==> src/rtl/nbm_pkg.sv <==
`timescale 1ns/1ps
package nbm_pkg;

  typedef enum logic {ST_IDLE = 1'b0, ST_RUN = 1'b1} nbm_state_e;

  // Index j with 2^j == +-(2^i + 1) (sel 0) or +-(2^i - 1) (sel 1) mod 2m+1;
  // -1 when the target is zero.
  function automatic int nb_cross(int m, int i, int sel);
    int p, t, tgt, v;
    p = 2 * m + 1;
    t = 1;
    for (int n = 0; n < i; n++) t = (t * 2) % p;
    tgt = (sel == 0) ? (t + 1) % p : (t + p - 1) % p;
    if (tgt == 0) return -1;
    v = 1;
    for (int j = 0; j < m; j++) begin
      if (v == tgt || v == p - tgt) return j;
      v = (v * 2) % p;
    end
    return -1;
  endfunction

  // Width after a number of radix-3 layers.
  function automatic int xr_width(int n0, int layers);
    int w;
    w = n0;
    for (int l = 0; l < layers; l++) w = (w + 2) / 3;
    return w;
  endfunction

  // Number of radix-3 layers to reach a single signal.
  function automatic int xr_levels(int n0);
    int w, l;
    w = n0;
    l = 0;
    while (w > 1) begin
      w = (w + 2) / 3;
      l++;
    end
    return l;
  endfunction

endpackage

==> src/rtl/nbm_term_array.sv <==
`timescale 1ns/1ps
module nbm_term_array #(
  parameter int M = 261
) (
  input  logic [M-1:0] ra,
  input  logic [M-1:0] rb,
  output logic [M-1:0] term
);
  // One three-input cell per index of the rotated first operand.
  for (genvar i = 0; i < M; i++) begin : g_cell
    localparam int JA = nbm_pkg::nb_cross(M, i, 0);
    localparam int JB = nbm_pkg::nb_cross(M, i, 1);
    if (JB < 0) begin : g_single
      assign term[i] = ra[i] & rb[JA];
    end else begin : g_pair
      assign term[i] = ra[i] & (rb[JA] ^ rb[JB]);
    end
  end
endmodule

==> src/rtl/nbm_xor3_reduce.sv <==
`timescale 1ns/1ps
module nbm_xor3_reduce #(
  parameter int N_IN   = 261,
  parameter int LAYERS = 1,
  localparam int N_OUT = nbm_pkg::xr_width(N_IN, LAYERS),
  localparam int PADW  = 3 * N_IN + 3
) (
  input  logic [N_IN-1:0]  din,
  output logic [N_OUT-1:0] dout
);
  logic [PADW-1:0] cur;
  logic [PADW-1:0] nxt;

  always_comb begin
    cur = '0;
    cur[N_IN-1:0] = din;
    for (int l = 0; l < LAYERS; l++) begin
      nxt = '0;
      for (int k = 0; k < N_IN; k++) begin
        if (k < nbm_pkg::xr_width(N_IN, l + 1)) begin
          nxt[k] = cur[3*k] ^ cur[3*k+1] ^ cur[3*k+2];
        end
      end
      cur = nxt;
    end
    dout = cur[N_OUT-1:0];
  end
endmodule

==> src/rtl/nbm_mult.sv <==
`timescale 1ns/1ps
module nbm_mult #(
  parameter int M     = 261,
  parameter int SPLIT = 1
) (
  input  logic         clk,
  input  logic         rst_n,
  input  logic         start,
  input  logic         sq_sel,
  input  logic [M-1:0] op_a,
  input  logic [M-1:0] op_b,
  output logic [M-1:0] result,
  output logic         done
);
  import nbm_pkg::*;

  localparam int MID   = xr_width(M, SPLIT);
  localparam int LEV_B = xr_levels(MID);
  localparam int CW    = $clog2(M + 1);

  // reset: asynchronous assert, synchronous release
  logic [1:0] rs_q;
  logic       rst_q_n;
  always_ff @(posedge clk or negedge rst_n) begin
    if (!rst_n) rs_q <= 2'b00;
    else        rs_q <= {rs_q[0], 1'b1};
  end
  assign rst_q_n = rs_q[1];

  nbm_state_e     state_q, state_d;
  logic [CW-1:0]  cnt_q, cnt_d;
  logic [M-1:0]   ra_q, ra_d, rb_q, rb_d;
  logic           ab_en;
  logic [MID-1:0] s1_q;
  logic           s1_en;
  logic           s1_vld_q, s1_vld_d;
  logic           s1_last_q, s1_last_d;
  logic [M-1:0]   res_q, res_d;
  logic           res_en;
  logic           done_q, done_d;
  logic           busy;

  logic [M-1:0]   term;
  logic [MID-1:0] part;
  logic [0:0]     coef;

  nbm_term_array #(.M(M)) u_terms (
    .ra   (ra_q),
    .rb   (rb_q),
    .term (term)
  );

  nbm_xor3_reduce #(.N_IN(M), .LAYERS(SPLIT)) u_tree_a (
    .din  (term),
    .dout (part)
  );

  nbm_xor3_reduce #(.N_IN(MID), .LAYERS(LEV_B)) u_tree_b (
    .din  (s1_q),
    .dout (coef)
  );

  assign busy = (state_q == ST_RUN);

  always_comb begin
    state_d   = state_q;
    cnt_d     = cnt_q;
    ab_en     = 1'b0;
    ra_d      = ra_q;
    rb_d      = rb_q;
    s1_en     = 1'b0;
    s1_vld_d  = 1'b0;
    s1_last_d = 1'b0;
    res_en    = 1'b0;
    res_d     = res_q;
    done_d    = 1'b0;
    case (state_q)
      ST_IDLE: begin
        if (start) begin
          if (sq_sel) begin
            res_en = 1'b1;
            res_d  = {op_a[M-2:0], op_a[M-1]};
            done_d = 1'b1;
          end else begin
            state_d = ST_RUN;
            cnt_d   = '0;
            ab_en   = 1'b1;
            ra_d    = op_a;
            rb_d    = op_b;
          end
        end
      end
      ST_RUN: begin
        if (cnt_q != CW'(M)) begin
          s1_en     = 1'b1;
          s1_vld_d  = 1'b1;
          s1_last_d = (cnt_q == CW'(M - 1));
          ab_en     = 1'b1;
          ra_d      = {ra_q[0], ra_q[M-1:1]};
          rb_d      = {rb_q[0], rb_q[M-1:1]};
          cnt_d     = cnt_q + 1'b1;
        end else begin
          state_d = ST_IDLE;
        end
      end
      default: state_d = ST_IDLE;
    endcase
    if (s1_vld_q) begin
      res_en = 1'b1;
      res_d  = {coef[0], res_q[M-1:1]};
      done_d = s1_last_q;
    end
  end

  always_ff @(posedge clk or negedge rst_q_n) begin
    if (!rst_q_n) begin
      state_q   <= ST_IDLE;
      cnt_q     <= '0;
      s1_vld_q  <= 1'b0;
      s1_last_q <= 1'b0;
      res_q     <= '0;
      done_q    <= 1'b0;
    end else begin
      state_q   <= state_d;
      cnt_q     <= cnt_d;
      s1_vld_q  <= s1_vld_d;
      s1_last_q <= s1_last_d;
      done_q    <= done_d;
      if (res_en) res_q <= res_d;
    end
  end

  // datapath registers without reset
  always_ff @(posedge clk) begin
    if (ab_en) begin
      ra_q <= ra_d;
      rb_q <= rb_d;
    end
    if (s1_en) s1_q <= part;
  end

  assign result = res_q;
  assign done   = done_q;
endmodule

==> config.mk <==
export PLATFORM = sky130hd
export DESIGN_NAME = nbm_mult
export DESIGN_NICKNAME = d
export VERILOG_FILES = /design/src/rtl/nbm_pkg.sv /design/src/rtl/nbm_term_array.sv /design/src/rtl/nbm_xor3_reduce.sv /design/src/rtl/nbm_mult.sv
export SDC_FILE = /design/constraint.sdc
export NUM_CORES = 1
export LEC_CHECK = 0
export ABC_CLOCK_PERIOD_IN_PS = 10200
export BUFFER_PORTS_ARGS = -buffer_cell sky130_fd_sc_hd__clkbuf_2
export CELL_PAD_IN_SITES_DETAIL_PLACEMENT = 0
export CELL_PAD_IN_SITES_GLOBAL_PLACEMENT = 1
export CORE_ASPECT_RATIO = 0.5
export CORE_MARGIN = 8
export CORE_UTILIZATION = 46
export CTS_CLUSTER_SIZE = 30
export DETAILED_ROUTE_END_ITERATION = 10
export PLACE_DENSITY_LB_ADDON = 0.1
export SETUP_SLACK_MARGIN = 0.02
export SLEW_MARGIN = 25
export SYNTH_ARGS = -nofsm -noshare
export SYNTH_HDL_FRONTEND = slang
export SYNTH_SLANG_ARGS = --single-unit
==> constraint.sdc <==
create_clock -name clk -period 10.2 [get_ports clk]
set_clock_uncertainty 0.1 [all_clocks]
set_input_delay 1.53 -clock clk [delete_from_list [all_inputs] [get_ports clk]]
set_output_delay 1.53 -clock clk [all_outputs]
set_load 0.02 [all_outputs]
==> run metrics <==
status=completed; total die area=103,000 um2; first-pass GRT wire length=206,000 um; Worst setup EP type=register; TritonCTS buffer count=83; initial antenna violation count=49; met1 GRT Util=36.5%; Power Density=190 nW/um2; Leakage=0.0229 uW; postcts setup bufs=0; DRT Pass-1 Iters=7; VDD IR max=435 uV; critical path class=reg -> reg; Critical Path RT=10.37 ns; RSZ-0062 raised after global routing=no; Final period util=40.6%; gr busiest metal=met2; Clk Latency, worst-skew pair=0.68 ns; CP Max Fanout=111; Post-Syn Area per Cell=13.4 um2; Root Driver=clkbuf_16; synthesis warning total=0; flop2flop setup slack=6.06 ns; most frequent cells in the layout=clkbuf_2, edfxtp_1, nand2_1; DR vias=28,312; Mapped Cells=3,172; post-DP HPWL=118,000 um; Final WS setup=6.06 ns; Clock Sink Count=885; Synth Register Bits=885; post_cts resized=0; CP Launch Point=busy; # IOs=788; Syn Nets=3,701; largest net degree at the start of global routing=205; Die Wd=446 um; gpl congestion=0.926; Final Hold Fails=0; Clock transition at path regs=0.07 ns; vias in the first global route=28,008; share of cells above drive strength 1=36.7%; Hold Crit Class=reg -> async; final setup fails=0; fmax=242 MHz; Final Max Slew Viols=0; Port Buffers=787; 1st-iter DRT viols=3,029; Core ar.=91,100 um2; Syn Std Cell Area=42,400 um2; vias per inst=5.38; grt total ovfl=0; number of max-cap violations=0; hold_buf cts=0; reg2reg start=busy; H-tree depth=3; chip height=231 um; Worst-Margin Slew=1.23 ns; drt drc=0; WHS=0.173 ns; Period minus WS final=4.14 ns; Total GRT Usage=28.0%; num rows=78; Routed Antenna Nets=0; P&R area growth vs syn=19.1%; Worst setup endpoint=ra_q[159]; GR Util met2=44.3%; pre-CTS WS=5.82 ns; Synth cell types=29; Slew HR=17.8%; average wire per standard cell=28.7 um; CP Data Arrival Time=4.31 ns; Setup TNS=0 ns; met3 GRT Util=9.95%; crit start category=register; sequential area share after synthesis=59.4%; clk buf depth=3; most common cell after layout, fill and taps aside=clkbuf_2; starting density of the core=46.6%; CTS tree=done; reg2reg end=ra_q[159]; WL final=151,000 um; r2r worst-path depth=6; number of nets in the layout=4,449
how the worst min path moves through the flow:
stage                       start          end  slack (ns)
after CTS                 rs_q[1]  result[149]        0.20
after global placement    rs_q[1]  result[163]        0.20
after floorplan           rs_q[0]      rs_q[1]        0.23
final                     rs_q[1]  result[149]        0.17
after global routing      rs_q[1]  result[163]        0.22
after detailed placement  rs_q[1]  result[163]        0.20
area by class of cell:
cell class / instances / area (um2)
Antenna cell: 33 / 82.6
Timing Repair Buffer: 810 / 4220
Multi-Input combinational cell: 2130 / 16600
Sequential cell: 885 / 25200
Clock buffer: 124 / 2480
Clock inverter: 31 / 304
Inverter: 10 / 51.3
Fill cell: 7862 / 40500
Tap cell: 1240 / 1550
sequential cells by signal, summed over array words and instances (netlist names):
signal,count
ra_q,261
rb_q,261
result,261
s1_q,87
cnt_q,9
rs_q,2
busy,1
done,1
s1_last_q,1
s1_vld_q,1
worst max-delay path: stages (launching register included):
cell and delay [ns]:
dfrtp_4 0.93, o21ai_0 0.43, and2_4 0.32, clkinvlp_4 0.08, buf_12 0.32, buf_16 0.47
buf_4 0.86
through the flow:
stage                     area (um2)  power (uW)  util [%]  std cells
after floorplan                42500        5480         -       3172
after global placement         47600        6350      52.3       5074
after detailed placement       47600        6360      52.3       5074
after CTS                      50400        9610      55.4       5229
after global routing           50500        9890      55.5       5259
final                          50500        9590      55.5       5263
logic make-up (layout without fill, tap and decap cells):
group / after synthesis / in the layout / synth area share, %
flip-flops: 885 / 885 / 59.4
multiplexers: 787 / 787 / 20.1
AND/OR/NAND/NOR: 546 / 546 / 4.92
XOR/XNOR: 519 / 519 / 10.7
AO/OA/AOI/OAI: 274 / 274 / 3.29
buffers and inverters: 157 / 975 / 1.47
adder cells (fa/ha/maj): 3 / 3 / 0.0885
other: 1 / 34 / 0.00884
power breakdown:
| group | switching, uW | leakage [uW] | total (uW) | internal (uW) |
|---|---|---|---|---|
| Clock | 1420 | 0.00137 | 3260 | 1840 |
| Sequential | 286 | 0.0102 | 4460 | 4170 |
| Combinational | 1080 | 0.0114 | 1870 | 792 |
| Total | 2790 | 0.0229 | 9590 | 6800 |
per-layer routing:
layer  routed length [um]  vias up
li1                     -    12757
met1                61100    14352
met2                71400      999
met3                14600      186
met4                 3490       18
met5                  310        -
synth_stat cells:
cell / instances / share of area, %
and3_1: 4 / 0.059
o21ai_0: 267 / 3.1
buf_2: 27 / 0.32
a22o_1: 2 / 0.041
o31ai_1: 1 / 0.018
nor3_1: 1 / 0.012
nor4_1: 1 / 0.015
conb_1: 1 / 0.0088
mux2i_1: 265 / 6.3
dfrtp_1: 276 / 16
clkbuf_1: 115 / 1.0
buf_1: 5 / 0.044
xnor2_1: 164 / 3.4
nand3_1: 5 / 0.059
and2_1: 1 / 0.015
nand4_1: 2 / 0.029
a21oi_1: 2 / 0.024
nand2_1: 526 / 4.7
xnor3_1: 1 / 0.053
nor2_1: 4 / 0.035
nor3b_1: 1 / 0.018
xor2_1: 354 / 7.3
edfxtp_1: 609 / 43
inv_1: 10 / 0.088
nand4b_1: 1 / 0.021
mux2_2: 522 / 14
ha_1: 3 / 0.088
a31oi_2: 1 / 0.029
a221o_1: 1 / 0.024
No activity file was read; power rests on OpenSTA's default activity.
